===== src/rtl/auxc_pkg.sv =====
package auxc_pkg;
    localparam int DATA_WORDS = 4;
    localparam int WORD_W     = 32;
    localparam int DATA_BYTES = DATA_WORDS * (WORD_W / 8);
    localparam int LEN_W      = $clog2(DATA_BYTES);
    localparam int CNT_W      = LEN_W + 1;
    localparam int WIDX_W     = $clog2(DATA_WORDS);
    localparam int OFS_W      = 4;

    localparam logic [OFS_W-1:0] OFS_CTRL  = 4'd0;
    localparam logic [OFS_W-1:0] OFS_ADDR  = 4'd1;
    localparam logic [OFS_W-1:0] OFS_STAT  = 4'd2;
    localparam logic [OFS_W-1:0] OFS_ISTAT = 4'd3;
    localparam logic [OFS_W-1:0] OFS_IEN   = 4'd4;

    localparam int CTL_GO       = 16;
    localparam int CTL_CMD_LO   = 12;
    localparam int CTL_AO       = 8;
    localparam int STAT_HPD     = 28;
    localparam int STAT_TYPE_LO = 16;
    localparam int STAT_ERR_LO  = 8;

    localparam int ERR_N      = 5;
    localparam int ERR_TMO    = 0;
    localparam int ERR_RX     = 1;
    localparam int ERR_SINK   = 2;
    localparam int ERR_NOSTOP = 3;
    localparam int ERR_BAD    = 4;

    localparam int IRQ_N      = 4;
    localparam int IRQ_DONE   = 0;
    localparam int IRQ_SINK   = 1;
    localparam int IRQ_UNPLUG = 2;
    localparam int IRQ_PLUG   = 3;

    localparam logic [3:0] RPL_ACK = 4'h0;

    typedef struct packed {
        logic [3:0]       cmd;
        logic             addr_only;
        logic [LEN_W-1:0] len_m1;
    } req_ctl_t;

    typedef enum logic {ST_IDLE, ST_WAIT} seq_st_e;

    function automatic req_ctl_t ctl_from_word(logic [WORD_W-1:0] w);
        req_ctl_t r;
        r.cmd       = w[CTL_CMD_LO +: 4];
        r.addr_only = w[CTL_AO];
        r.len_m1    = w[LEN_W-1:0];
        return r;
    endfunction

    // I2C-over-AUX codes: 0,1,2 and 4,5,6 (bit 2 marks middle-of-transaction)
    function automatic logic cmd_is_i2c(logic [3:0] c);
        return (c[3] == 1'b0) && (c[1:0] != 2'b11);
    endfunction

    function automatic logic cmd_legal(logic [3:0] c, logic ao);
        return cmd_is_i2c(c) || (!ao && (c[3:1] == 3'b100));
    endfunction

    function automatic logic cmd_reads(logic [3:0] c);
        return ((c[3] == 1'b0) && (c[1:0] == 2'b01)) || (c == 4'h9);
    endfunction

    function automatic logic [CNT_W-1:0] req_bytes(req_ctl_t r);
        return r.addr_only ? '0 : CNT_W'(r.len_m1) + CNT_W'(1);
    endfunction
endpackage


===== src/rtl/aux_xact_seq.sv =====
module aux_xact_seq
    import auxc_pkg::*;
#(
    parameter int TIMEOUT_CYC = 4096
) (
    input  logic clk,
    input  logic rst,
    input  logic start_i,
    input  logic legal_i,
    input  logic rsp_valid_i,
    output logic busy_o,
    output logic req_o,
    output logic rsp_take_o,
    output logic tmo_o,
    output logic reject_o
);
    localparam int TMR_W = $clog2(TIMEOUT_CYC + 1);

    seq_st_e          st_q;
    logic [TMR_W-1:0] tmr_q;

    assign busy_o     = (st_q == ST_WAIT);
    assign rsp_take_o = busy_o && rsp_valid_i;
    assign tmo_o      = busy_o && !rsp_valid_i && (tmr_q == TMR_W'(TIMEOUT_CYC - 1));
    assign reject_o   = !busy_o && start_i && !legal_i;

    always_ff @(posedge clk) begin
        if (rst) begin
            st_q  <= ST_IDLE;
            tmr_q <= '0;
            req_o <= 1'b0;
        end else begin
            req_o <= 1'b0;
            case (st_q)
                ST_IDLE: if (start_i && legal_i) begin
                    st_q  <= ST_WAIT;
                    tmr_q <= '0;
                    req_o <= 1'b1;
                end
                ST_WAIT: if (rsp_take_o || tmo_o) st_q <= ST_IDLE;
                         else tmr_q <= tmr_q + TMR_W'(1);
                default: st_q <= ST_IDLE;
            endcase
        end
    end

    p_req_single_r2: assert property (@(posedge clk) disable iff (rst) req_o |=> !req_o);
    p_req_in_flight_r2: assert property (@(posedge clk) disable iff (rst) req_o |-> busy_o);
    p_go_ignored_busy_r5: assert property (@(posedge clk) disable iff (rst)
        (busy_o && start_i) |=> !req_o);
    p_timeout_ends_r8: assert property (@(posedge clk) disable iff (rst) tmo_o |=> !busy_o);
endmodule


===== src/rtl/aux_irq_unit.sv =====
module aux_irq_unit
    import auxc_pkg::*;
(
    input  logic             clk,
    input  logic             rst,
    input  logic             done_i,
    input  logic             sink_i,
    input  logic             hpd_i,
    input  logic             clr_we_i,
    input  logic             en_we_i,
    input  logic [IRQ_N-1:0] wdata_i,
    output logic [IRQ_N-1:0] stat_o,
    output logic [IRQ_N-1:0] en_o,
    output logic             irq_o
);
    logic             hpd_q;
    logic [IRQ_N-1:0] set_v, clr_v;

    always_comb begin
        set_v             = '0;
        set_v[IRQ_DONE]   = done_i;
        set_v[IRQ_SINK]   = sink_i;
        set_v[IRQ_UNPLUG] = !hpd_i && hpd_q;
        set_v[IRQ_PLUG]   = hpd_i && !hpd_q;
        clr_v             = clr_we_i ? wdata_i : '0;
    end

    always_ff @(posedge clk) begin
        if (rst) begin
            hpd_q  <= 1'b0;
            stat_o <= '0;
            en_o   <= '0;
        end else begin
            hpd_q  <= hpd_i;
            stat_o <= (stat_o & ~clr_v) | set_v;
            if (en_we_i) en_o <= wdata_i;
        end
    end

    assign irq_o = |(stat_o & en_o);

    p_done_latched_r11: assert property (@(posedge clk) disable iff (rst)
        done_i |=> stat_o[IRQ_DONE]);
    p_plug_edge_r10: assert property (@(posedge clk) disable iff (rst)
        (hpd_i && !hpd_q) |=> stat_o[IRQ_PLUG]);
    p_unplug_edge_r10: assert property (@(posedge clk) disable iff (rst)
        (!hpd_i && hpd_q) |=> stat_o[IRQ_UNPLUG]);
endmodule


===== src/rtl/aux_xact_ctrl.sv =====
module aux_xact_ctrl
    import auxc_pkg::*;
#(
    parameter int ADDR_W      = 20,
    parameter int TIMEOUT_CYC = 4096
) (
    input  logic                    clk,
    input  logic                    rst,
    input  logic                    reg_wr_en,
    input  logic [OFS_W-1:0]        reg_addr,
    input  logic [WORD_W-1:0]       reg_wdata,
    output logic [WORD_W-1:0]       reg_rdata,
    output logic                    lnk_req_valid,
    output logic [3:0]              lnk_cmd,
    output logic [ADDR_W-1:0]       lnk_addr,
    output logic                    lnk_addr_only,
    output logic [CNT_W-1:0]        lnk_len,
    output logic [DATA_BYTES*8-1:0] lnk_tx_data,
    input  logic                    lnk_rsp_valid,
    input  logic [3:0]              lnk_rsp_type,
    input  logic [CNT_W-1:0]        lnk_rsp_count,
    input  logic [2:0]              lnk_rsp_err,
    input  logic [DATA_BYTES*8-1:0] lnk_rsp_data,
    input  logic                    hpd_in,
    input  logic                    sink_irq_in,
    output logic                    irq_out
);
    req_ctl_t                ctl_q;
    logic [ADDR_W-1:0]       addr_q;
    logic [WORD_W-1:0]       tx_q [DATA_WORDS];
    logic [WORD_W-1:0]       rx_q [DATA_WORDS];
    logic [3:0]              rtype_q;
    logic [CNT_W-1:0]        rcount_q;
    logic [ERR_N-1:0]        err_q, err_set, err_clr;
    logic [IRQ_N-1:0]        istat, ien;
    logic [DATA_BYTES*8-1:0] rx_next;
    logic [CNT_W-1:0]        nbytes, keep;
    logic [WIDX_W-1:0]       widx;
    logic wr_ctrl, wr_addr, wr_tx, wr_stat, start, legal;
    logic busy, rsp_take, tmo, reject, capture;

    assign widx    = reg_addr[WIDX_W-1:0];
    assign wr_ctrl = reg_wr_en && (reg_addr == OFS_CTRL);
    assign wr_addr = reg_wr_en && (reg_addr == OFS_ADDR);
    assign wr_stat = reg_wr_en && (reg_addr == OFS_STAT);
    assign wr_tx   = reg_wr_en && (reg_addr[3:2] == 2'b10);
    assign start   = wr_ctrl && reg_wdata[CTL_GO];
    assign legal   = cmd_legal(reg_wdata[CTL_CMD_LO +: 4], reg_wdata[CTL_AO]);

    aux_xact_seq #(.TIMEOUT_CYC(TIMEOUT_CYC)) u_seq (
        .clk(clk), .rst(rst), .start_i(start), .legal_i(legal),
        .rsp_valid_i(lnk_rsp_valid), .busy_o(busy), .req_o(lnk_req_valid),
        .rsp_take_o(rsp_take), .tmo_o(tmo), .reject_o(reject)
    );

    aux_irq_unit u_irq (
        .clk(clk), .rst(rst), .done_i(rsp_take || tmo || reject), .sink_i(sink_irq_in),
        .hpd_i(hpd_in), .clr_we_i(reg_wr_en && (reg_addr == OFS_ISTAT)),
        .en_we_i(reg_wr_en && (reg_addr == OFS_IEN)), .wdata_i(reg_wdata[IRQ_N-1:0]),
        .stat_o(istat), .en_o(ien), .irq_o(irq_out)
    );

    assign nbytes        = req_bytes(ctl_q);
    assign keep          = (lnk_rsp_count < nbytes) ? lnk_rsp_count : nbytes;
    assign capture       = rsp_take && (lnk_rsp_type == RPL_ACK) && cmd_reads(ctl_q.cmd)
                           && (nbytes != '0);
    assign lnk_cmd       = ctl_q.cmd;
    assign lnk_addr      = addr_q;
    assign lnk_addr_only = ctl_q.addr_only;
    assign lnk_len       = nbytes;

    generate
        for (genvar w = 0; w < DATA_WORDS; w++) begin : g_tx
            assign lnk_tx_data[w*WORD_W +: WORD_W] = tx_q[w];
        end
        for (genvar b = 0; b < DATA_BYTES; b++) begin : g_rx
            assign rx_next[b*8 +: 8] = (CNT_W'(b) < keep) ? lnk_rsp_data[b*8 +: 8] : 8'h00;
        end
    endgenerate

    always_comb begin
        err_set             = '0;
        err_set[ERR_TMO]    = tmo;
        err_set[ERR_RX]     = rsp_take && lnk_rsp_err[0];
        err_set[ERR_SINK]   = rsp_take && lnk_rsp_err[1];
        err_set[ERR_NOSTOP] = rsp_take && lnk_rsp_err[2];
        err_set[ERR_BAD]    = reject;
        err_clr             = wr_stat ? reg_wdata[STAT_ERR_LO +: ERR_N] : '0;
    end

    always_ff @(posedge clk) begin
        if (rst) begin
            ctl_q    <= '0;
            addr_q   <= '0;
            rtype_q  <= '0;
            rcount_q <= '0;
            err_q    <= '0;
            for (int w = 0; w < DATA_WORDS; w++) begin
                tx_q[w] <= '0;
                rx_q[w] <= '0;
            end
        end else begin
            if (wr_ctrl && !busy) ctl_q  <= ctl_from_word(reg_wdata);
            if (wr_addr && !busy) addr_q <= reg_wdata[ADDR_W-1:0];
            if (wr_tx && !busy)   tx_q[widx] <= reg_wdata;
            if (rsp_take) begin
                rtype_q  <= lnk_rsp_type;
                rcount_q <= lnk_rsp_count;
            end else if (tmo) begin
                rcount_q <= '0;
            end
            if (capture)
                for (int w = 0; w < DATA_WORDS; w++) rx_q[w] <= rx_next[w*WORD_W +: WORD_W];
            err_q <= (err_q & ~err_clr) | err_set;
        end
    end

    always_comb begin
        reg_rdata = '0;
        if (reg_addr[3]) begin
            reg_rdata = reg_addr[2] ? rx_q[widx] : tx_q[widx];
        end else begin
            case (reg_addr)
                OFS_CTRL: begin
                    reg_rdata[CTL_GO]         = busy;
                    reg_rdata[CTL_CMD_LO +: 4] = ctl_q.cmd;
                    reg_rdata[CTL_AO]         = ctl_q.addr_only;
                    reg_rdata[LEN_W-1:0]      = ctl_q.len_m1;
                end
                OFS_ADDR: reg_rdata[ADDR_W-1:0] = addr_q;
                OFS_STAT: begin
                    reg_rdata[STAT_HPD]              = hpd_in;
                    reg_rdata[STAT_TYPE_LO +: 4]     = rtype_q;
                    reg_rdata[STAT_ERR_LO +: ERR_N]  = err_q;
                    reg_rdata[CNT_W-1:0]             = rcount_q;
                end
                OFS_ISTAT: reg_rdata[IRQ_N-1:0] = istat;
                OFS_IEN:   reg_rdata[IRQ_N-1:0] = ien;
                default:   reg_rdata = '0;
            endcase
        end
    end

    p_reject_no_launch_r4: assert property (@(posedge clk) disable iff (rst)
        reject |=> (!lnk_req_valid && err_q[ERR_BAD]));
    p_timeout_flag_r8: assert property (@(posedge clk) disable iff (rst)
        tmo |=> err_q[ERR_TMO]);
    p_ctl_frozen_r5: assert property (@(posedge clk) disable iff (rst)
        busy |=> $stable(ctl_q));
    p_reply_type_r6: assert property (@(posedge clk) disable iff (rst)
        rsp_take |=> (rtype_q == $past(lnk_rsp_type)));
endmodule


===== config.mk =====
export PLATFORM = sky130hd
export DESIGN_NAME = aux_xact_ctrl
export DESIGN_NICKNAME = d
export VERILOG_FILES = /design/src/rtl/auxc_pkg.sv /design/src/rtl/aux_xact_seq.sv /design/src/rtl/aux_irq_unit.sv /design/src/rtl/aux_xact_ctrl.sv
export SDC_FILE = /design/constraint.sdc
export NUM_CORES = 1
export LEC_CHECK = 0
export BUFFER_PORTS_ARGS = -buffer_cell sky130_fd_sc_hd__buf_2
export CORE_MARGIN = 5
export CORE_UTILIZATION = 49
export CTS_CLUSTER_DIAMETER = 50
export CTS_CLUSTER_SIZE = 40
export DETAILED_ROUTE_END_ITERATION = 8
export PLACE_DENSITY_LB_ADDON = 0.2
export SLEW_MARGIN = 20
export SYNTH_ARGS = -nofsm -noshare
export SYNTH_HDL_FRONTEND = slang
export SYNTH_SLANG_ARGS = --single-unit

===== constraint.sdc =====
create_clock -name clk -period 5 [get_ports clk]
set_clock_uncertainty 0.1 [all_clocks]
set_input_delay 0.5 -clock clk [delete_from_list [all_inputs] [get_ports clk]]
set_output_delay 0.5 -clock clk [all_outputs]
set_load 0.01 [all_outputs]

* Word level (Yosys, flattened, before mapping) *
Memory sizes are Yosys's and may differ from the RTL's.
Cells that the tools add are included.

word-level totals
  input bits = 182
  RAM bits = 256
  flip-flop bits (word level) = 67
  memories kept = 2

operators by class
  order comparisons = 17
  reductions and logical operators = 45
  $add $sub $neg = 2
  bitwise logic cells = 14
  mux-type cells = 55
  equal/unequal tests = 12

memories
  name  words  width  rd ports  clocked after Yosys merged registers in  wr ports  line                 source
  rx_q  4      32     1         0                                        4         aux_xact_ctrl.sv:31  logic [WORD_W-1:0] rx_q [DATA_WORDS];
  tx_q  4      32     5         0                                        4         aux_xact_ctrl.sv:30  logic [WORD_W-1:0] tx_q [DATA_WORDS];

operators by type and width
  kind                     count
  $mux W32                 7
  $mux W8                  16
  $lt A4 B5 Y1 const A     8
  $reduce_or A32 Y1        1
  $logic_and A1 B1 Y1      27
  $mux W13                 2
  $pmux W13 S2             1
  $mux W5                  5
  $lt A3 B5 Y1 const A     4
  $pmux W4 S5              1
  $pmux W3 S2              3
  $add A13 B1 Y13 const B  1
  $eq A13 B12 Y1 const B   1
  $mux W1                  12
  $lt A1 B5 Y1 const A     2
  $lt A2 B5 Y1 const A     2
  $pmux W1 S3              3
  $and A4 B4 Y4            2
  $eq A4 B2 Y1 const B     2
  $logic_not A4 Y1         2
  $logic_not A1 Y1         6
  $add A4 B1 Y5 const B    1
  $and A5 B5 Y5            1
  $lt A5 B5 Y1             1
  other kinds (24)         34

* Depth between registers and ports, before layout *
Gate-level depths: netlist of run 1.

  word-level depth = 9
  depth in mapped cells = 11

* By module *
From an unflattened synthesis of run 1, not the netlist that was laid out.

unflattened totals
  cell total of the unflattened synthesis = 1155
  area, all modules = 15260.9 µm²

by module, submodules not included
  module         sequential area each (µm²)  area an instance (µm²)  instances  cells an instance
  aux_xact_ctrl  8548.2                      14149.8                 1          1039
  aux_xact_seq   300.3                       757.0                   1          81
  aux_irq_unit   180.2                       354.1                   1          35

* Least setup slack after synthesis of run 1 *
No wires, ideal clock.

  kind = register to register
  start point = register ctl_q[0] in the netlist's numbering
  end point = memory rx_q[0][0] (enable)
  setup slack = 0.232 ns
  arrival time = 4.159 ns
  library setup time = 0.509 ns
  path buffers = 0
  data required time = 4.391 ns
  clock period less this slack = 4.768 ns
  cell stages (with the launch flop) = 6
  cells stage by stage = dfxtp_1 ha_1 or2_1 o21ai_0 a311o_1 nand2b_1

RTL lines
  element                   line                  source
  start: declaration        aux_xact_ctrl.sv:28   req_ctl_t ctl_q;
  start signal: assignment  aux_xact_ctrl.sv:103  if (wr_ctrl && !busy) ctl_q <= ctl_from_word(reg_wdata);
  end: declaration          aux_xact_ctrl.sv:31

==> flow_summary.yaml, run 1 <==
status:
  status: "finished, final reports clean"
drt:
  drtIter0Drc: 932
  route.detailed.wl_per_inst_um: 24.1
  drc: 0
  detail-route-antenna-nets: 0
  vias: 11100
  viasPerCell: 5.67
  drt-total-wl_um: 47200
  dr.pass1.iters: 6
floorplanning:
  die-area_sq_um: 34700
  fp.dieH_um: 186
  rows: 64
  io_pins: 374
  die_w_um: 186
  initial_core_util: 0.497
  core_sq_um: 30600
sta:
  report.final.slew_viol_count: 0
  fmax_mhz: 276
  slew_headroom: 0.348
  finalHoldViolations: 0
  setup_slack_ns: 1.38
  rsz0062_at_grt: "no"
  fin_crit_ns: 3.62
  finalSetupTns_ns: 0
  worst_pin_slew_ns: 0.979
  finalSetupViolCount: 0
  period_share: 0.724
clock_network:
  htreeDepth: 2
  cts-root-buf: "clkbuf_16"
  clock_latency_ns: 0.50
  cts_resized: 0
  cts_tree: "built"
  cts_made_buffers: 36
  cts_buffer_depth: 3
  hold_buffers: 0
  cts_sinks: 323
  cts_setup_buffers: 0
  clk_pin_slew_ns: 0.07
setup_path:
  arrival_ns: 3.79
  worstPathMaxFanout: 9
  cp-end-kind: "register"
  start_kind: "register"
  cp.required_ns: 5.17
  worstSetupPathType: "reg2reg"
place:
  io_buffers: 373
  hpwl_um: 34600
  place_congestion: 0.933
  place_ws_ns: 1.41
cells_and_area:
  nets: 1719
  area_delta_synth_final_pct: 22.8
  layout_commonest_cell: "buf_2"
  most-common-layout-cells: "buf_2 (371), edfxtp_1 (256), and2_1 (141)"
  final_layout_size_suffix_gt1_frac: 0.374
synth:
  synth_area_sq_um: 15200
  synth_cells: 1174
  synth-main-ff-cell: "edfxtp_1"
  synthArstFlopShare: 0
  ys_seq_area_frac: 0.594
  syn_nets: 1362
  synthDistinctLibCells: 63
  syn_area_per_cell_sq_um: 13.0
  synth_edf_count: 256
  synth-seq-cells: 323
  ys_warn_count: 0
global_routing:
  grt_pass1_vias: 11100
  antenna_found_initial: 5
  grt_max_degree: 65
  grt_overflow: 0
  grt_pass1_wl_um: 68500
  grt_usage: 0.265
worst_hold_path:
  hold_class: "in2reg"
pwr:
  leakage_nw: 7.66
  power_mw: 6.27
  power_density_nw_per_um2: 336
  vdd_ir_drop_max_mv: 0.219
flow_run:
  drv_cap: 0
==> layout make-up <==
cell class | instances | area [sq um]
clock inverters | 25 | 221
fillers | 2505 | 11900
inverters | 26 | 97.6
well taps | 396 | 495
diodes | 1 | 2.50
clock buffers | 39 | 933
flip-flops and latches | 323 | 9030
repair buffers | 391 | 2060
multi-input cells | 753 | 5820
==> layer usage <==
metal / vias to the layer above / GRT usage / part of all wire
met3: 66 / 0.0615 / 0.092
met5: - / 0 / 0.0010
li1: 5039 / - / -
met4: 8 / 0.0682 / 0.021
met2: 524 / 0.443 / 0.49
met1: 5447 / 0.354 / 0.40
==> cells by family after synthesis <==
kind of cell    share of synthesized area
compound gates                     0.0599
xor+xnor                          0.00461
fa+ha+maj                         0.00494
buf+inv                            0.0277
flops                               0.594
mux                                 0.137
simple gates                        0.172
==> through the flow <==
step,hold WS [ns],cell area (sq um),instances,util
finish,0.158,18700,1954,0.610
global route,0.145,18700,1954,0.610
CTS,0.139,18600,1952,0.609
detailed placement,0.348,17500,1888,0.571
global placement,0.344,17500,1887,0.571
floorplan,0.337,15200,1174,-
==> Yosys cell counts, types with 4 or more instances <==
| cell | count | share of area |
|---|---|---|
| or2_2 | 4 | 0.0016 |
| a211oi_1 | 4 | 0.0020 |
| nand2b_1 | 6 | 0.0025 |
| mux4_2 | 72 | 0.11 |
| mux2_2 | 20 | 0.015 |
| mux2i_1 | 24 | 0.016 |
| xnor2_1 | 4 | 0.0023 |
| nand3_1 | 20 | 0.0066 |
| dfxtp_1 | 67 | 0.088 |
| and3_1 | 69 | 0.028 |
| buf_4 | 4 | 0.0020 |
| nand2_1 | 114 | 0.028 |
| a21oi_1 | 49 | 0.016 |
| a22oi_1 | 18 | 0.0089 |
| a21oi_2 | 6 | 0.0035 |
| clkbuf_1 | 44 | 0.011 |
| nor2b_1 | 24 | 0.0099 |
| inv_1 | 26 | 0.0064 |
| ha_1 | 6 | 0.0049 |
| o21ai_0 | 19 | 0.0063 |
| buf_2 | 15 | 0.0049 |
| xor2_1 | 4 | 0.0023 |
| buf_1 | 7 | 0.0017 |
| a21oi_4 | 8 | 0.0086 |
| and2_1 | 141 | 0.058 |
| nor2_1 | 87 | 0.021 |
| a32o_1 | 4 | 0.0026 |
| edfxtp_1 | 256 | 0.51 |
==> sequential cells by signal (all words and copies together), names as in the netlist, 4 cells and up <==
register,cells
u_irq.stat_o,4
u_seq.tmr_q,13
rcount_q,5
ctl_q,4
u_irq.en_o,4
rtype_q,4
lnk_cmd,4
lnk_addr,20
rx_q,128
err_q,5
tx_q,128
==> worst max-delay path: stages, from the launching register on <==
cell     delay, ns
dfxtp_1       0.48
ha_1          0.31
xor2_1        0.21
and2_1        0.21
inv_1         0.06
ha_1          0.31
a21oi_1       0.32
o221a_2       0.35
nor2_1        0.09
a21oi_4       0.42
o21ai_2       0.26
and3_1        0.26
==> path summary, 6_finish.rpt <==
kind                              start                    endpoint  slack, ns  cells after the start
setup / recovery  ctl_q[0]$_SDFFE_PP0P_   rx_q[2][19]$_SDFFCE_PP0P_       1.38                     11
hold / removal              sink_irq_in  u_irq.stat_o[1]$_SDFF_PP0_       0.16                      3
setup reg to reg  ctl_q[0]$_SDFFE_PP0P_   rx_q[2][19]$_SDFFCE_PP0P_       1.38                     11
hold reg to reg     err_q[4]$_SDFF_PP0_         err_q[4]$_SDFF_PP0_       0.36                      2
==> report_power, final <==
group	internal, mW	switching, mW
combinational	0.267	0.368
sequential	3.00	0.0601
clock	1.45	1.13
total	4.72	1.56
(Power assumes the default switching activity.)
==> run 2: changes to the inputs <==
CORE_UTILIZATION = 50   (was 49)
clock period = 3.51 ns   (was 5 ns; I/O delays follow)
==> run 2 against run 1 <==
Effect of this change:
- flip-flop and latch count stayed put
- sequential share of layout area is 1.3 points lower
- utilization is 3.4 points higher
- non-clock buffer count is 53 higher
- wire length is 2.2% higher
- final cell count is 2.3% higher
- clock-buffer cell count is 1 higher
- global-route usage is 0.96 points higher
- power is 44% higher
- first-iteration DRC count is 17% higher
- worst hold slack worse by 0.15 ns
- combinational power is 54% higher
- critical path type unchanged
- critical endpoint is now rx_q[3][5]$_SDFFCE_PP0P_
- largest cell class unchanged
==> flow_summary.yaml, run 2 (synthesis results as in run 1) <==
sta:
  worst_pin_slew_ns: 1.09
  report.final.slew_viol_count: 0
  finalHoldViolations: 0
  slew_headroom: 0.272
  fmax_mhz: 299
  finalSetupViolCount: 0
  period_share: 0.954
  fin_crit_ns: 3.35
  setup_slack_ns: 0.160
clock_network:
  cts_made_buffers: 34
  cts_buffer_depth: 3
  htreeDepth: 2
  clock_latency_ns: 0.52
  clk_pin_slew_ns: 0.07
  cts_sinks: 323
  cts-root-buf: "clkbuf_16"
  cts_tree: "built"
pwr:
  power_mw: 9.04
  power_frac_comb: 0.108
  switching_share: 0.247
  p_seq_frac: 0.481
  power_density_nw_per_um2: 471
  p_int_mw: 6.81
  switchingPower_mw: 2.23
  leakage_nw: 7.88
  p_clk_frac: 0.411
  vdd_ir_drop_max_mv: 0.331
cells_and_area:
  final_util: 0.644
  most-common-layout-cells: "buf_2 (371), edfxtp_1 (256), and2_1 (141)"
  final_layout_size_suffix_gt1_frac: 0.381
  fin_cells: 1999
  nets: 1770
  area_delta_synth_final_pct: 26.3
  layout_commonest_cell: "buf_2"
place:
  hpwl_um: 35300
  place_inst: 1903
  place_ws_ns: 0.0830
  place_congestion: 0.942
  io_buffers: 373
drt:
  route.detailed.wl_per_inst_um: 24.1
  drt-total-wl_um: 48200
  drc: 0
  viasPerCell: 5.72
  drtIter0Drc: 1087
  vias: 11400
  detail-route-antenna-nets: 0
  dr.pass1.iters: 5
global_routing:
  globalRouteMet3Util: 0.0584
  grt.busiest_layer: "met2"
  antenna_found_initial: 2
  grt_overflow: 0
  use_met1: 0.355
  grt_max_degree: 129
  grt_usage: 0.274
  grt_pass1_wl_um: 70200
  grt_util_met2: 0.465
  grt_pass1_vias: 11400
floorplanning:
  die-area_sq_um: 34000
  initial_core_util: 0.510
  io_pins: 374
  core_sq_um: 29800
  rows: 63
  die_w_um: 184
  fp.dieH_um: 184
setup_path:
  cp_common_cell: "and2_1"
  cp-end-kind: "register"
  cp.required_ns: 3.68
  worstPathMaxFanout: 8
  critical_path_buf_inv_count: 1
  worstPathCellList: "ha_2, xor2_1, and2_1, inv_1, ha_1, nand4_1, o221ai_4, mux2_2, o22ai_2, a21oi_4, and2_1"
  worstSetupPathType: "reg2reg"
  cp_slowest_cell: "mux2_2"
  start_kind: "register"
  max_stage_delay_ns: 0.46
  arrival_ns: 3.52
  crit_family: "compound AO/OA/AOI/OAI gates"
worst_hold_path:
  hold_class: "in2reg"
status:
  status: "finished, final reports clean"
flow_run:
  drv_cap: 0
==> run 2: metal layers <==
layer / up-vias / routed length [um]
met5: - / 7
met4: 2 / 1700
met3: 96 / 4580
met2: 604 / 23500
met1: 5609 / 18400
li1: 5120 / -
==> run 2: power groups by stage <==
stage | logic, mW | registers (mW) | clock network, mW
final | 0.980 | 4.35 | 3.71
after CTS | 0.970 | 4.35 | 3.75
after floorplan | 0.419 | 4.47 | 0
after detailed placement | 0.940 | 4.43 | 0
after global routing | 1.03 | 4.36 | 3.91
after global placement | 0.938 | 4.42 | 0
==> run 2: worst paths after layout <==
path	startpoint	endpoint	slack, ns	cells after the start
max reg2reg	ctl_q[1]$_SDFFE_PP0P_	rx_q[3][5]$_SDFFCE_PP0P_	0.16	11
min	lnk_rsp_data[96]	rx_q[3][0]$_SDFFCE_PP0P_	0.009	2
max	ctl_q[1]$_SDFFE_PP0P_	rx_q[3][5]$_SDFFCE_PP0P_	0.16	11
min reg2reg	rtype_q[0]$_SDFFE_PP0P_	rtype_q[0]$_SDFFE_PP0P_	0.36	2
==> run 2: area by class of cell <==
type	count	area [sq um]
Fill cell	2351	10600
Sequential cell	323	9030
Multi-Input combinational cell	753	5890
Timing Repair Buffer	444	2530
Clock buffer	40	937
Tap cell	390	488
Clock inverter	20	216
Inverter	26	97.6
Antenna cell	3	7.51
==> run 2: through the flow <==
stage	setup TNS, ns	hold WS, ns	area (sq um)
after CTS	0	0.000164	19100
final	0	0.00857	19200
after global routing	-0.0911	0.00192	19200
after global placement	0	0.344	17600
after detailed placement	0	0.349	17600
after floorplan	0	0.337	15200
==> run 2: what timing repair did <==
| action | in CTS | in global routing |
|---|---|---|
| endpoints found under the setup margin | 0 | 102 |
| hold buffers | 28 | 0 |
| gates resized for setup | 0 | 12 |
| endpoints found under the hold margin | 28 | 0 |
| setup buffers | 0 | 5 |
==> run 3: changes to the inputs <==
clock period = 4.3 ns   (was 3.51 ns; I/O delays follow)
==> run 3 against run 2 <==
Effect of this change:
- cell area is 2.4% lower
- wire length shrank 0.93%
- flip-flop and latch count stayed put
- sequential share of layout area up 1.2 points
- critical path depth did not move
- clock power decreased by 16%
- clock-buffer cell count shrank 1
- worst setup slack better by 0.48 ns
- die area stayed put
- worst hold slack gained 0.048 ns
- maximum frequency down 8.6%
- critical path type unchanged
==> flow_summary.yaml, run 3 (synthesis results as in run 1) <==
status:
  status: "finished, final reports clean"
sta:
  worst_pin_slew_ns: 1.06
  report.final.slew_viol_count: 0
  slew_headroom: 0.293
  finalSetupViolCount: 0
  rsz0062_at_grt: "no"
  fmax_mhz: 273
  finalSetupTns_ns: 0
  finalHoldViolations: 0
  period_share: 0.852
  fin_crit_ns: 3.66
clock_network:
  cts_tree: "built"
  cts_resized: 0
  cts-root-buf: "clkbuf_16"
  clk_pin_slew_ns: 0.07
  hold_buffers: 0
  cts_made_buffers: 37
  cts_setup_buffers: 0
  cts_buffer_depth: 3
  clock_latency_ns: 0.51
  htreeDepth: 2
  cts_sinks: 323
floorplanning:
  die-area_sq_um: 34000
  fp.dieH_um: 184
  die_w_um: 184
  core_sq_um: 29800
  rows: 63
  initial_core_util: 0.510
  io_pins: 374
cells_and_area:
  area_delta_synth_final_pct: 23.2
  layout_commonest_cell: "buf_2"
  final_layout_size_suffix_gt1_frac: 0.378
  fin_area_sq_um: 18700
  most-common-layout-cells: "buf_2 (371), edfxtp_1 (256), and2_1 (141)"
  nets: 1725
place:
  io_buffers: 373
  place_congestion: 0.885
  postPlaceCellArea_sq_um: 17500
  hpwl_um: 34800
global_routing:
  grt_pass1_vias: 11300
  grt_pass1_wl_um: 69600
  antenna_found_initial: 15
  grt_overflow: 0
  grt_usage: 0.274
  grt_max_degree: 69
setup_path:
  worstSetupPathType: "reg2reg"
  arrival_ns: 3.82
  worstPathMaxFanout: 9
  cp-end-kind: "register"
  cp.required_ns: 4.46
  start_kind: "register"
drt:
  dr.pass1.iters: 5
  viasPerCell: 5.76
  detail-route-antenna-nets: 0
  route.detailed.wl_per_inst_um: 24.4
  drt-total-wl_um: 47700
  drc: 0
  drtIter0Drc: 795
  vias: 11300
worst_hold_path:
  hold_class: "in2reg"
pwr:
  leakage_nw: 7.68
  power_density_nw_per_um2: 395
  vdd_ir_drop_max_mv: 0.306
flow_run:
  drv_cap: 0
## run 3: changes by cell type in the layout (fill, tap and decap cells not counted), sizes merged
cell         before  now
buf             416  396
clkbuf           40   39
clkinv            5   16
diode             3    6
dlygate4sd3      28    0
inv              36   31
## run 3: layout make-up
type / instances / area, sq um
antenna: 6 / 15.0
clock buffer: 39 / 933
clock inverter: 26 / 279
fill: 2358 / 11100
inverter: 26 / 97.6
multi-input combinational: 753 / 5820
sequential: 323 / 9030
tap: 390 / 488
timing repair buffer: 396 / 2070
## run 3: routing by layer
layer	track usage	part of all wire	vias up
met5	0	0.0028	-
met4	0.107	0.037	20
met3	0.0809	0.11	119
met2	0.458	0.49	589
met1	0.337	0.36	5501
li1	-	-	5047
## run 3: worst max-delay path, stage by stage (launching register included)
cell	delay (ns)
dfxtp_1	0.48
ha_1	0.30
xor2_1	0.23
and2_1	0.20
inv_1	0.05
ha_1	0.30
a21oi_1	0.32
o221a_2	0.35
nor2_1	0.09
a21oi_4	0.42
o21ai_2	0.28
and3_1	0.27
## run 3: metrics by stage
step	utilization	std cells	setup WS, ns	hold slack (ns)	total power [mW]
finish	0.629	1959	0.636	0.0570	7.40
global route	0.629	1958	0.327	0.0832	7.63
CTS	0.628	1953	0.655	0.0410	7.44
detailed placement	0.588	1888	0.711	0.347	4.37
global placement	0.588	1888	0.834	0.345	4.36
floorplan	-	1174	0.819	0.337	3.99
## run 3: worst paths after layout
kind,startpoint,end,slack (ns),cells after the start
worst min register to register,rtype_q[0]$_SDFFE_PP0P_,rtype_q[0]$_SDFFE_PP0P_,0.36,2
worst max-delay path,ctl_q[0]$_SDFFE_PP0P_,rx_q[2][21]$_SDFFCE_PP0P_,0.64,11
worst min-delay path,sink_irq_in,u_irq.stat_o[1]$_SDFF_PP0_,0.06,3
worst max register to register,ctl_q[0]$_SDFFE_PP0P_,rx_q[2][21]$_SDFFCE_PP0P_,0.64,11
## run 3: report_power, final
part           switching, mW  leakage, nW  internal, mW  total [mW]
logic                  0.441         4.01         0.309       0.749
clock network           1.35        0.585          1.75        3.10
registers             0.0599         3.09          3.49        3.55
total                   1.85         7.68          5.55        7.40
